`src/rtl/irqc_pkg.sv`:
```
package irqc_pkg;
  typedef enum logic [1:0] {
    RA_CTRL = 2'd0,
    RA_MASK = 2'd1,
    RA_PEND = 2'd2,
    RA_NMI  = 2'd3
  } reg_addr_e;
endpackage

```
`src/rtl/irqc_pend_bank.sv`:
```
module irqc_pend_bank #(
  parameter int N = 8
) (
  input  logic         clk,
  input  logic         rst,
  input  logic [N-1:0] req_in,
  input  logic [N-1:0] clr,
  output logic [N-1:0] pend
);
  for (genvar i = 0; i < N; i++) begin : g_bit
    always_ff @(posedge clk) begin
      if (rst) pend[i] <= 1'b0;
      else     pend[i] <= req_in[i] | (pend[i] & ~clr[i]);
    end

    // a sampled request always lands in its pending bit
    a_r2_sets: assert property (@(posedge clk) disable iff (rst)
      req_in[i] |=> pend[i]);
    // a clear without a fresh request empties the bit
    a_r9_clears: assert property (@(posedge clk) disable iff (rst)
      (clr[i] && !req_in[i]) |=> !pend[i]);
  end
endmodule

```
`src/rtl/irqc_resolver.sv`:
```
module irqc_resolver #(
  parameter int N  = 8,
  parameter int LW = 4
) (
  input  logic [N-1:0]  pend,
  input  logic          nmi_pend,
  input  logic          enable,
  input  logic [LW-1:0] thresh,
  output logic [N-1:0]  grant,
  output logic          nmi_sel,
  output logic          any,
  output logic [LW-1:0] level
);
  localparam logic [LW-1:0] NMI_LVL = LW'(N + 1);

  logic [N-1:0] elig;

  for (genvar i = 0; i < N; i++) begin : g_elig
    assign elig[i] = pend[i] & enable & (LW'(i + 1) > thresh);
  end

  always_comb begin
    grant   = '0;
    level   = '0;
    nmi_sel = nmi_pend;
    if (nmi_pend) begin
      level = NMI_LVL;
    end else begin
      for (int i = 0; i < N; i++) begin
        if (elig[i]) begin
          grant = '0;
          grant[i] = 1'b1;
          level = LW'(i + 1);
        end
      end
    end
    any = nmi_pend | (|elig);
  end
endmodule

```
`src/rtl/irq_prio_ctrl.sv`:
```
module irq_prio_ctrl #(
  parameter int N        = 8,
  parameter int DW       = 8,
  parameter int VW       = 8,
  parameter int VEC_BASE = 8'h40
) (
  input  logic          clk,
  input  logic          rst,
  input  logic [N-1:0]  irq_in,
  input  logic          nmi_in,
  input  logic          int_ack,
  output logic          int_req,
  output logic [VW-1:0] vec_out,
  output logic          vec_valid,
  input  logic          reg_wr,
  input  logic [1:0]    reg_addr,
  input  logic [DW-1:0] reg_wdata,
  output logic [DW-1:0] reg_rdata
);
  import irqc_pkg::*;

  localparam int LW = $clog2(N + 2);
  localparam logic [VW-1:0] NMI_VEC = VW'(VEC_BASE + N + 1);

  logic          en_q, nmi_pend_q, int_req_q, vec_vld_q;
  logic [LW-1:0] mask_q;
  logic [VW-1:0] vec_q;
  logic [DW-1:0] rdata_q;
  logic [N-1:0]  pend, grant, clr;
  logic          nmi_sel, any_elig, nmi_clr;
  logic [LW-1:0] win_lvl;
  reg_addr_e     addr;

  assign addr = reg_addr_e'(reg_addr);

  assign clr = ((reg_wr && addr == RA_PEND) ? reg_wdata[N-1:0] : '0)
             | (int_ack ? grant : '0);
  assign nmi_clr = (reg_wr && addr == RA_NMI && reg_wdata[0]) | (int_ack & nmi_sel);

  irqc_pend_bank #(.N(N)) u_pend (
    .clk(clk), .rst(rst), .req_in(irq_in), .clr(clr), .pend(pend)
  );

  irqc_resolver #(.N(N), .LW(LW)) u_res (
    .pend(pend), .nmi_pend(nmi_pend_q), .enable(en_q), .thresh(mask_q),
    .grant(grant), .nmi_sel(nmi_sel), .any(any_elig), .level(win_lvl)
  );

  always_ff @(posedge clk) begin
    if (rst) begin
      en_q       <= 1'b0;
      mask_q     <= '0;
      nmi_pend_q <= 1'b0;
      int_req_q  <= 1'b0;
      vec_q      <= '0;
      vec_vld_q  <= 1'b0;
      rdata_q    <= '0;
    end else begin
      if (int_ack)                        en_q <= 1'b0;
      else if (reg_wr && addr == RA_CTRL) en_q <= reg_wdata[0];
      if (reg_wr && addr == RA_MASK) mask_q <= reg_wdata[LW-1:0];
      nmi_pend_q <= nmi_in | (nmi_pend_q & ~nmi_clr);
      int_req_q  <= any_elig & ~int_ack;
      vec_vld_q  <= int_ack;
      if (int_ack) vec_q <= VW'(VEC_BASE) + VW'(win_lvl);
      case (addr)
        RA_CTRL: rdata_q <= DW'(en_q);
        RA_MASK: rdata_q <= DW'(mask_q);
        RA_PEND: rdata_q <= DW'(pend);
        default: rdata_q <= DW'(nmi_pend_q);
      endcase
    end
  end

  assign int_req   = int_req_q;
  assign vec_out   = vec_q;
  assign vec_valid = vec_vld_q;
  assign reg_rdata = rdata_q;

  // acknowledge turns the global enable off
  a_r9_ack_disables: assert property (@(posedge clk) disable iff (rst)
    int_ack |=> !en_q);
  // one strobe per acknowledge
  a_r8_strobe: assert property (@(posedge clk) disable iff (rst)
    int_ack |=> vec_valid);
  a_r8_no_strobe: assert property (@(posedge clk) disable iff (rst)
    !int_ack |=> !vec_valid);
  // non-maskable source takes the acknowledge
  a_r6_nmi_wins: assert property (@(posedge clk) disable iff (rst)
    (int_ack && nmi_pend_q) |=> (vec_out == NMI_VEC));
  // the line only rises behind an eligible source
  a_r7_req_cause: assert property (@(posedge clk) disable iff (rst)
    int_req |-> $past(any_elig));
  // disabled and no non-maskable source keeps the line low
  a_r5_quiet: assert property (@(posedge clk) disable iff (rst)
    (!en_q && !nmi_pend_q) |=> !int_req);
endmodule

```
`config.mk`:
```
export PLATFORM = sky130hd
export DESIGN_NAME = irq_prio_ctrl
export DESIGN_NICKNAME = d
export VERILOG_FILES = /design/src/rtl/irqc_pkg.sv /design/src/rtl/irqc_pend_bank.sv /design/src/rtl/irqc_resolver.sv /design/src/rtl/irq_prio_ctrl.sv
export SDC_FILE = /design/constraint.sdc
export NUM_CORES = 1
export LEC_CHECK = 0
export BUFFER_PORTS_ARGS = -buffer_cell sky130_fd_sc_hd__buf_2
export CAP_MARGIN = 10
export CORE_MARGIN = 3
export CORE_UTILIZATION = 40
export DETAILED_ROUTE_END_ITERATION = 12
export SLEW_MARGIN = 10
export SYNTH_ARGS = -nofsm -noshare
export SYNTH_HDL_FRONTEND = slang
export SYNTH_SLANG_ARGS = --single-unit
```
`constraint.sdc`:
```
create_clock -name clk -period 2.6 [get_ports clk]
set_clock_uncertainty 0.2 [all_clocks]
set_input_delay 0.26 -clock clk [delete_from_list [all_inputs] [get_ports clk]]
set_output_delay 0.26 -clock clk [all_outputs]
set_load 0.01 [all_outputs]
```
==> results by group, run 1 <==
Worst setup path
  – Worst EP required: 2.61 ns
  – Kind of capture point of the worst setup path: register
  – Type of the worst setup path: reg -> reg
  – Slowest Stage Delay on Critical Path: 0.52 ns
  – Critical path origin: mask_q[3]
  – Largest driver fanout on the critical path: 8
  – CP max stage cell: sky130_fd_sc_hd__dfxtp_1
  – Worst-path cell chain: nor2b_1 > a32o_2 > nor4_1 > o2bb2ai_1
  – CP Depth: 4
  – Launching point of the worst reg2reg path: mask_q[3]
  – Kind of cell adding the most delay to the critical path: simple AND/OR/NAND/NOR gates
  – Cells on worst reg2reg path: 4
  – Worst r2r dst: u_pend.pend[0]
  – Critical path launch point type: register
  – Critical path destination: u_pend.pend[0]
  – R2R setup slack: between 0.7 and 0.8 ns
  – Worst Path Arrival: around 1.9 ns
  – Buffers and inverters on the worst path: 0

Synthesis
  – Number of synthesis warnings: 0
  – Number of distinct library cells after synthesis: 50
  – Flops & latches, synth: 29
  – Most instantiated cells after synthesis: sky130_fd_sc_hd__dfxtp_1, sky130_fd_sc_hd__nand2_1, sky130_fd_sc_hd__nor2_1
  – Syn Std Cell Area: 0.00138 mm2
  – Post-synth EDFFs: 0
  – Top cells by area, synth: sky130_fd_sc_hd__dfxtp_1, sky130_fd_sc_hd__nand2_1, sky130_fd_sc_hd__a21oi_1
  – Part of the Yosys area used for sequential elements: between 40% and 50%
  – Gate Count Post-Synth: 156
  – Leading register cell type out of synthesis: sky130_fd_sc_hd__dfxtp_1
  – Most instantiated library cell after synthesis: sky130_fd_sc_hd__dfxtp_1
  – Fraction of synthesized cell area taken by the top area cell type: around 42%
  – Post-synthesis area per instance: just under 9 um2
  – Async set-reset flop share out of synthesis: 0%
  – Largest area contributor in the synthesized netlist: sky130_fd_sc_hd__dfxtp_1

Power
  – Static Leakage: around 0.77 nW
  – Clock network fraction of design power: 31.3%
  – Design internal power: 0.651 mW
  – Fraction of power spent switching nets: a little over a quarter
  – Worst vdd rail ir drop: ~0.27 mV
  – Net switching power: 0.233 mW
  – Total power divided by cell area: 503 mW/mm2
  – Power share of the combinational group: 14.0%
  – Power share of the sequential group: 54.8%

Layout
  – Final net count: 229
  – Final Core Density: 55.3%
  – Footprint of the flip-flops and latches: a little under 600 um2
  – Area taken by multi-input logic gates: 732 um2
  – Number of filler instances in the final layout: 313
  – Post-route design area: around 0.0018 mm2
  – Layout cell share with drive strength beyond 1: 25.2%
  – Number of non-filler instances in the completed layout: 250
  – Antenna diodes: 0
  – Layout overhead on the synthesized area: 27.6%

STA
  – Worst rel slew slack: around three fifths
  – Fmax: 0.545 GHz
  – Shortest clock period the worst path allows after layout: 1.83 ns
  – RSZ-0062 raised after global routing: no
  – Final Hold Violating Endpoints: 0
  – Worst hold margin: 0.0206 ns
  – Number of setup violations in the final report: 0
  – Slew at the pin with the worst max-slew slack: 0.570 ns
  – Final Cycle Share: 70.5%
  – Total negative slack: 0 ns
  – Pins over their slew limit: 0

Global routing
  – Aggregate global-route resource usage: 18.3%
  – Maximum number of pins on one net before global-route repair: 24
  – Number of antenna violations at the first check in global routing: 0
  – Wire length of the first global-routing pass: a little under 6000 um
  – Remaining global-route overflow: 0
  – Number of global-route vias before repair: between 1000 and 1500

Floorplan
  – Horizontal die dimension: 64.7 um
  – Ports placed on the boundary: 41
  – Core footprint: roughly 0.0032 mm2
  – # rows: 20
  – Die Ht: 64.7 um
  – Initial Util: 43.3%
  – Total Die Area: 0.00418 mm2

Route
  – Average detailed-routed wire length per instance: 14.7 um
  – Post-detailed-route count of antenna-violating nets: 0
  – Detailed-route via count: 1346
  – Iteration-0 DRC count of the detailed router: 79
  – Post-route DRC: 0
  – Detailed-routing iteration count for the pre-antenna-repair pass: 4
  – Per-cell via count in the routed design: between 5 and 6
  – Overall routed net length: 3670 um

Placement
  – Placed Cells: 231
  – DP Wirelength: 2690 um
  – Post-detailed-placement cell area: ~0.0016 mm2
  – Count of buffers inserted at the top-level ports: 37
  – Weighted congestion reported at the end of routability-driven placement: between 0.8 and 0.9

Hold path
  – Class of the most critical hold timing path: in -> reg
  – Launch instance of the worst min-delay path: int_ack

Clocking
  – Clock network latency to the later pin of the worst-skew pair: around 0.33 ns
  – Clk buf depth: 2
  – Clk root buf: sky130_fd_sc_hd__clkbuf_4
  – H-Tree Level Count: 2
  – Number of clock buffers inserted by TritonCTS: 5
  – CTS tree: done
  – Clock sink count: 29
  – Cells resized by post-CTS repair: 0
  – Clock transition at the registers of the reported paths: 0.08 ns

Status
  – Result of the run: completed

Flow run
  – Number of maximum-capacitance constraint violations: 0
## worst min-delay path by stage
stage,end,cells after the start
CTS,en_q,2
global placement,vec_out[6],2
detailed placement,vec_out[6],2
global route,en_q,2
finish,en_q,2
floorplan,vec_valid,1
## registers in the layout, indices dropped and copies added, names as in the netlist
| register | cells |
|---|---|
| mask_q | 4 |
| en_q | 1 |
| vec_valid | 1 |
| vec_out | 5 |
| int_req | 1 |
| reg_rdata | 8 |
| nmi_pend_q | 1 |
| u_pend.pend | 8 |
## what timing repair did
action,CTS,global route
hold buffers,12,0
hold endpoints to repair,12,0
buffers inserted,0,0
## worst reg2reg max path, delay by kind of cell (launching register included)
family | cells | cell delay, ns
and+or+nand+nor | 2 | 0.55
DFF | 1 | 0.52
AOI/OAI and AO/OA | 2 | 0.46
## per-layer routing
metal	up-vias	GRT usage [%]	part of all wire [%]
li1	662	-	-
met5	-	0	0
met1	634	21.5	44
met2	41	30.9	48
met4	0	7.92	2.1
met3	9	5.20	6.0
## power by group through the flow
stage	sequential, mW	combinational, mW	clock, mW
3_5_place_dp	0.494	0.110	0
5_1_grt	0.487	0.135	0.301
3_3_place_gp	0.493	0.108	0
2_1_floorplan	0.493	0.0659	0
6_report	0.484	0.124	0.276
4_1_cts	0.484	0.124	0.283
## placed cells by master, fill, tap and decap left out, types with 3 or more instances in the layout
cell                            instances
sky130_fd_sc_hd__clkbuf_4               5
sky130_fd_sc_hd__conb_1                 3
sky130_fd_sc_hd__nand3_1                9
sky130_fd_sc_hd__a22oi_1                3
sky130_fd_sc_hd__nor2_1                11
sky130_fd_sc_hd__buf_2                 37
sky130_fd_sc_hd__a311oi_1               3
sky130_fd_sc_hd__a21oi_1               10
sky130_fd_sc_hd__inv_1                  7
sky130_fd_sc_hd__dfxtp_1               29
sky130_fd_sc_hd__dlygate4sd3_1         12
sky130_fd_sc_hd__nor3_1                 3
sky130_fd_sc_hd__nand2_1               18
sky130_fd_sc_hd__nor2b_1                4
sky130_fd_sc_hd__and3_1                 5
sky130_fd_sc_hd__nand4_1                3
## per-stage QoR
step	worst slack (ns)	power (mW)
floorplan	1.02	0.559
global placement	0.814	0.601
detailed placement	0.784	0.604
CTS	0.768	0.891
global route	0.689	0.923
finish	0.766	0.884
## final cells by class
| type | count | area share [%] |
|---|---|---|
| clock buffers | 7 | 3.13 |
| multi-input cells | 113 | 41.6 |
| well taps | 44 | 3.13 |
| inverters | 8 | 1.71 |
| repair buffers | 49 | 17.4 |
| flip-flops and latches | 29 | 33.0 |
## cells by family (layout without fill, tap and decap cells)
logic type	count (synthesis)	count (layout)	share of synthesized area (%)
muxes	3	3	3.36
AOI/OAI and AO/OA	39	39	21.3
other	1	3	0.272
DFF	29	29	42.1
and+or+nand+nor	68	68	27.7
buffers and inverters	16	64	5.27
Note: power is estimated with default switching activity, not from simulation.
==> run 2, diff against run 1 <==
Settings changed: PLACE_DENSITY from default to 0.67.
Clock period 2.6 ns to 1.5 ns, I/O delays scaled along.
==> results by group, run 2 (synthesis gave the netlist of run 1 again) <==
Status
  – Result of the run: finished, violations left
  – Violated checks: hold timing, setup timing

Layout
  – Number of non-filler instances in the completed layout: 285 (+14%)
  – Final Core Density: 66.2% (+11 points)
  – Number of filler instances in the final layout: 265 (-15%)
  – Antenna diodes: 0 (unchanged)
  – Commonest non-fill, non-tap cells in the layout: sky130_fd_sc_hd__buf_2, sky130_fd_sc_hd__dfxtp_1, sky130_fd_sc_hd__dlygate4sd3_1, sky130_fd_sc_hd__buf_4, sky130_fd_sc_hd__nand2_1
  – Layout cell share with drive strength beyond 1: 36.9% (+12 points)
  – Final net count: 263 (+15%)
  – Leading cell type in the layout, fill and taps excluded: sky130_fd_sc_hd__buf_2
  – Layout overhead on the synthesized area: 52.7%

STA
  – Final Hold Violating Endpoints: 1 (+1)
  – RSZ-0062 raised after global routing: yes
  – Pins over their slew limit: 0 (unchanged)
  – Setup WS post-layout: -0.0707 ns (-0.837 ns)
  – Shortest clock period the worst path allows after layout: 1.57 ns (-0.263 ns)
  – Worst hold margin: -0.0223 ns (-0.0428 ns)
  – Total negative slack: -0.268 ns (-0.268 ns)
  – Fmax: 0.637 GHz (+17%)
  – Number of setup violations in the final report: 8 (+8)
  – Final Cycle Share: 105% (+34 points)

Placement
  – Count of buffers inserted at the top-level ports: 37 (unchanged)
  – Weighted congestion reported at the end of routability-driven placement: 0.834 (+3.1%)
  – Placed Cells: 252 (+9.1%)
  – DP Wirelength: 3030 um (+12%)

Global routing
  – Wire length of the first global-routing pass: 7030 um (+21%)
  – Maximum number of pins on one net before global-route repair: 12 (-50%)
  – Remaining global-route overflow: 0 (unchanged)
  – Number of antenna violations at the first check in global routing: 0 (unchanged)
  – Aggregate global-route resource usage: 21.9% (+3.6 points)
  – Number of global-route vias before repair: 1500 (+20%)
  – Met1 routing resource usage after global routing: 27.5% (+5.9 points)
  – Global-route layer with the greatest usage: met2
  – Met3 Resource Use GR: 5.55% (+0.35 points)
  – Met2 Resource Use GR: 35.4% (+4.5 points)

Route
  – Overall routed net length: 4210 um (+15%)
  – Post-route DRC: 0 (unchanged)
  – Per-cell via count in the routed design: 5.28 (-2.0%)
  – Average detailed-routed wire length per instance: 14.8 um (+0.53%)
  – Detailed-routing iteration count for the pre-antenna-repair pass: 4 (unchanged)
  – Detailed-route via count: 1504 (+12%)
  – Iteration-0 DRC count of the detailed router: 98 (+24%)
  – Post-detailed-route count of antenna-violating nets: 0 (unchanged)

Floorplan
  – Initial Util: 43.3% (unchanged)
  – Ports placed on the boundary: 41 (unchanged)
  – Total Die Area: 0.00418 mm2 (unchanged)
  – Die Ht: 64.7 um (unchanged)
  – # rows: 20 (unchanged)
  – Core footprint: 0.00318 mm2 (unchanged)
  – Horizontal die dimension: 64.7 um (unchanged)

Worst setup path
  – Cells on worst reg2reg path: 4 (unchanged)
  – R2R setup slack: -0.07 ns (-0.84 ns)
  – Largest driver fanout on the critical path: 7 (-1)
  – Worst r2r dst: u_pend.pend[0]
  – Worst Path Arrival: 1.60 ns (-0.25 ns)
  – Launching point of the worst reg2reg path: mask_q[3]
  – Type of the worst setup path: reg -> reg
  – Critical path launch point type: register
  – Kind of capture point of the worst setup path: register
  – Worst EP required: 1.53 ns (-1.08 ns)

Flow run
  – Number of maximum-capacitance constraint violations: 0 (unchanged)

Clocking
  – Clock transition at the registers of the reported paths: 0.09 ns (about the same)
  – Clock sink count: 29 (unchanged)
  – H-Tree Level Count: 2 (unchanged)
  – Clk root buf: sky130_fd_sc_hd__clkbuf_4
  – Clock network latency to the later pin of the worst-skew pair: 0.33 ns (about the same)
  – Clk buf depth: 2 (unchanged)
  – CTS tree: done
  – Number of clock buffers inserted by TritonCTS: 5 (unchanged)

Power
  – Fraction of power spent switching nets: 28.2% (+1.8 points)
  – Static Leakage: 0.947 nW (+22%)
  – Power share of the combinational group: 18.1% (+4.1 points)
  – Clock network fraction of design power: 29.0% (-2.3 points)
  – Net switching power: 0.444 mW (+90%)
  – Power share of the sequential group: 52.9% (-1.9 points)
  – Worst vdd rail ir drop: 0.364 mV (+37%)
  – Total power divided by cell area: 748 mW/mm2 (+49%)
  – Design internal power: 1.13 mW (+74%)

Hold path
  – Count of cells along the worst hold path: 3 (+1)
  – Launch instance of the worst min-delay path: reg_wr
  – Class of the most critical hold timing path: in -> reg
  – Hold endpoint: mask_q[3]
-- run 2: worst max-delay path: stages, from the launching register on --
cell                        delay (ns)
sky130_fd_sc_hd__dfxtp_4          0.42
sky130_fd_sc_hd__and3b_1          0.21
sky130_fd_sc_hd__a32o_2           0.28
sky130_fd_sc_hd__nor4_2           0.28
sky130_fd_sc_hd__o2bb2ai_1        0.08
-- run 2: worst max path at each step --
stage          startpoint              to
3_5_place_dp         en_q  u_pend.pend[3]
5_1_grt         mask_q[3]  u_pend.pend[1]
3_3_place_gp         en_q  u_pend.pend[4]
2_1_floorplan        en_q  u_pend.pend[3]
4_1_cts         mask_q[3]  u_pend.pend[0]
6_report        mask_q[3]  u_pend.pend[0]
-- run 2: area by class of cell --
| class | instances | area (um2) | share of cell area (%) |
|---|---|---|---|
| Inverter | 8 | 30.0 | 1.43 |
| Timing Repair Buffer | 83 | 588 | 28.0 |
| Tap cell | 44 | 55.1 | 2.62 |
| Clock inverter | 2 | 10.0 | 0.476 |
| Sequential cell | 29 | 597 | 28.4 |
| Multi-Input combinational cell | 113 | 782 | 37.2 |
| Clock buffer | 6 | 41.3 | 1.96 |
-- run 2: stage by stage --
stage / hold WS, ns / power, mW / setup WS [ns] / cell area (um2)
final: -0.0223 / 1.57 / -0.0707 / 2100
after global routing: 0.0127 / 1.66 / -0.121 / 2100
after CTS: 0.0117 / 1.57 / -0.0948 / 2080
after detailed placement: 0.165 / 1.08 / -0.238 / 1740
after global placement: 0.155 / 1.07 / -0.149 / 1740
after floorplan: 0.0283 / 0.969 / -0.00448 / 1390
-- run 2: power by group through the flow --
stage	combinational, mW	clock (mW)	sequential, mW
2_1_floorplan	0.114	0	0.855
3_3_place_gp	0.221	0	0.853
3_5_place_dp	0.226	0	0.854
4_1_cts	0.275	0.465	0.831
5_1_grt	0.311	0.506	0.838
6_report	0.285	0.456	0.833
-- run 2: per-layer routing --
layer  up-vias  part of all wire [%]
met2        47                    50
met1       717                    43
met3        10                   5.0
met4         0                   2.0
li1        730                     -
met5         -                     0
-- run 2: timing repair --
item                                   4_1_cts  5_1_grt
gates resized for setup                     12        5
endpoints found under the hold margin       16        1
setup buffers                                1        1
pin swaps                                    3        6
setup endpoints to repair                   12       12
hold buffers                                24        1
==> run 3, diff against run 2 <==
Settings changed: CTS_CLUSTER_SIZE from default to 28, PLACE_DENSITY 0.67 to 0.66, SYNTH_HIERARCHICAL from default to 1.
==> results by group, run 3 <==
Flow run
  – Number of maximum-capacitance constraint violations: 0 (unchanged)

Route
  – Top routing layer in use: met4
  – Post-route DRC: 0 (unchanged)
  – Detailed-routing iteration count for the pre-antenna-repair pass: 4 (unchanged)
  – Routed wl met2: 1890 um (-9.9%)
  – Iteration-0 DRC count of the detailed router: 58 (-41%)
  – Overall routed net length: 3810 um (-9.3%)
  – Per-cell via count in the routed design: 4.98 (-5.7%)
  – Average detailed-routed wire length per instance: 13.5 um (-8.7%)
  – Met1 Routed Length: 1690 um (-6.9%)
  – Length of routed met3 wiring: 190 um (-9.1%)
  – Detailed-route via count: 1409 (-6.3%)
  – Post-detailed-route count of antenna-violating nets: 0 (unchanged)

Floorplan
  – Core footprint: 0.00374 mm2 (+18%)
  – Horizontal die dimension: 68.8 um (+6.3%)
  – Initial Util: 42.1% (-1.2 points)
  – Total Die Area: 0.00473 mm2 (+13%)
  – Ports placed on the boundary: 41 (unchanged)
  – Die Ht: 68.8 um (+6.3%)
  – # rows: 22 (+10%)

Synthesis
  – Leading register cell type out of synthesis: sky130_fd_sc_hd__dfxtp_1
  – Post-synth EDFFs: 0 (unchanged)
  – Fraction of synthesized cell area taken by the top area cell type: 36.8% (-5.3 points)
  – Part of the Yosys area used for sequential elements: 36.8% (-5.3 points)
  – Post-synthesis area per instance: 9.55 um2 (+8.2%)
  – Async set-reset flop share out of synthesis: 0% (unchanged)
  – Number of synthesis warnings: 6 (+6)
  – Gate Count Post-Synth: 165 (+5.8%)
  – Syn Std Cell Area: 0.00158 mm2 (+14%)
  – Number of distinct library cells after synthesis: 41 (-18%)
  – Flops & latches, synth: 29 (unchanged)
  – Most instantiated library cell after synthesis: sky130_fd_sc_hd__dfxtp_1
  – Largest area contributor in the synthesized netlist: sky130_fd_sc_hd__dfxtp_1
  – Most instantiated cells after synthesis: sky130_fd_sc_hd__dfxtp_1, sky130_fd_sc_hd__inv_1, sky130_fd_sc_hd__nor2_1
  – Top cells by area, synth: sky130_fd_sc_hd__dfxtp_1, sky130_fd_sc_hd__nand2b_4, sky130_fd_sc_hd__mux2i_1

Power
  – Static Leakage: 0.979 nW (+3.3%)
  – Worst vdd rail ir drop: 0.674 mV (+85%)
  – Total power divided by cell area: 805 mW/mm2 (+7.5%)

STA
  – Final Hold Violating Endpoints: 0 (-1)
  – Number of setup violations in the final report: 12 (+4)
  – Final Cycle Share: 124% (+19 points)
  – RSZ-0062 raised after global routing: yes
  – Shortest clock period the worst path allows after layout: 1.86 ns (+0.288 ns)
  – Setup WS post-layout: -0.358 ns (-0.288 ns)
  – Fmax: 0.538 GHz (-15%)
  – Pins over their slew limit: 0 (unchanged)

Status
  – Result of the run: finished, violations left
  – Violated checks: setup timing

Clocking
  – Clk buf depth: 2 (unchanged)
  – Clock transition at the registers of the reported paths: 0.07 ns (-0.02 ns)
  – Number of clock buffers inserted by TritonCTS: 5 (unchanged)
  – Clk root buf: sky130_fd_sc_hd__clkbuf_8
  – CTS tree: done
  – Clock sink count: 29 (unchanged)
  – H-Tree Level Count: 2 (unchanged)
  – Clock network latency to the later pin of the worst-skew pair: 0.28 ns (-0.05 ns)

Layout
  – Layout cell share with drive strength beyond 1: 46.0% (+9.0 points)
  – Final net count: 257 (-2.3%)
  – Number of filler instances in the final layout: 320 (+21%)
  – Layout overhead on the synthesized area: 41.2%
  – Antenna diodes: 0 (unchanged)
  – Leading cell type in the layout, fill and taps excluded: sky130_fd_sc_hd__buf_2
  – Final Core Density: 59.5% (-6.7 points)
  – Post-route design area: 0.00223 mm2 (+5.8%)
  – Commonest non-fill, non-tap cells in the layout: sky130_fd_sc_hd__buf_2, sky130_fd_sc_hd__dfxtp_1, sky130_fd_sc_hd__buf_4

Placement
  – Post-detailed-placement cell area: 0.00193 mm2 (+11%)
  – Weighted congestion reported at the end of routability-driven placement: 0.890 (+6.7%)
  – Count of buffers inserted at the top-level ports: 37 (unchanged)
  – DP Wirelength: 2800 um (-7.6%)

Hold path
  – Class of the most critical hold timing path: in -> reg
  – Count of cells along the worst hold path: 3 (unchanged)
  – Hold endpoint: reg_rdata[1]
  – Launch instance of the worst min-delay path: reg_addr[0]

Global routing
  – Maximum number of pins on one net before global-route repair: 23 (+11)
  – Remaining global-route overflow: 0 (unchanged)
  – Number of antenna violations at the first check in global routing: 0 (unchanged)
  – Wire length of the first global-routing pass: 5970 um (-15%)
  – Aggregate global-route resource usage: 17.1% (-4.8 points)
  – Number of global-route vias before repair: 1317 (-12%)

Worst setup path
  – Cells on worst reg2reg path: 5 (+1)
  – Worst EP required: 1.46 ns (-0.07 ns)
  – R2R setup slack: -0.36 ns (-0.29 ns)
  – Type of the worst setup path: reg -> reg
  – Kind of capture point of the worst setup path: register
  – Launching point of the worst reg2reg path: en_q
  – Worst Path Arrival: 1.81 ns (+0.21 ns)
  – Largest driver fanout on the critical path: 5 (-2)
  – Worst r2r dst: int_req
  – Critical path launch point type: register
run 3: final cells by class:
class                      count  area (um2)  share of cell area, %
multi-input combinational    113         938                   42.2
sequential                    29         594                   26.7
timing repair buffer          74         502                   22.5
clock buffer                   8        90.1                   4.05
tap                           48        60.1                   2.70
inverter                      11        41.3                   1.85
run 3: per-stage QoR:
step / TNS (ns) / std cells / hold WS (ns) / worst slack (ns) / total power, mW
finish: -2.99 / 283 / 0.0316 / -0.358 / 1.79
global route: -4.27 / 283 / 0.0628 / -0.468 / 1.87
detailed placement: -3.39 / 259 / 0.166 / -0.468 / 1.12
CTS: -2.69 / 283 / 0.0321 / -0.321 / 1.81
global placement: -2.92 / 259 / 0.169 / -0.384 / 1.12
floorplan: -1.41 / 167 / 0.0758 / -0.269 / 1.02
run 3: timing repair:
action                     4_1_cts  5_1_grt
hold endpoints to repair        14        0
gates resized for setup          9        3
buffers inserted                 2        0
hold buffers                    14        0
setup endpoints to repair       11       13
pin swaps                       11        2
run 3: per-layer routing:
layer / vias up / GRT usage (%)
met3: 6 / 4.05
met1: 674 / 20.8
met4: 0 / 5.84
li1: 700 / -
met2: 29 / 29.2
met5: - / 0
run 3: worst max-delay path, stage by stage (launching register included):
cell	delay, ns
sky130_fd_sc_hd__dfxtp_2	0.34
sky130_fd_sc_hd__nor2b_4	0.16
sky130_fd_sc_hd__a32oi_2	0.23
sky130_fd_sc_hd__nand4_2	0.16
sky130_fd_sc_hd__or4b_1	0.50
sky130_fd_sc_hd__nor3b_1	0.15
run 3: how the worst max path moves through the flow:
stage / startpoint / to / slack [ns] / cells past startpoint
after floorplan: mask_q[2] / int_req / -0.27 / 5
after global placement: en_q / int_req / -0.38 / 5
after detailed placement: mask_q[2] / vec_out[1] / -0.47 / 7
after CTS: en_q / int_req / -0.32 / 5
after global routing: en_q / u_pend/pend[0] / -0.47 / 7
final: en_q / int_req / -0.36 / 5
run 3: power by group:
| group | switching (mW) | total, mW | internal [mW] |
|---|---|---|---|
| clock | 0.275 | 0.648 | 0.373 |
| sequential | 0.0306 | 0.836 | 0.805 |
| combinational | 0.139 | 0.307 | 0.168 |
run 3: cell families (layout without fill, tap and decap cells):
family                 count (synthesis)  after routing  share of synthesized area [%]
buffers and inverters                 25             93                           8.10
other                                  1              3                          0.238
multiplexers                          10             10                           7.22
AO/OA/AOI/OAI                         29             29                           14.8
flip-flops                            29             29                           36.8
AND/OR/NAND/NOR                       71             71                           32.9
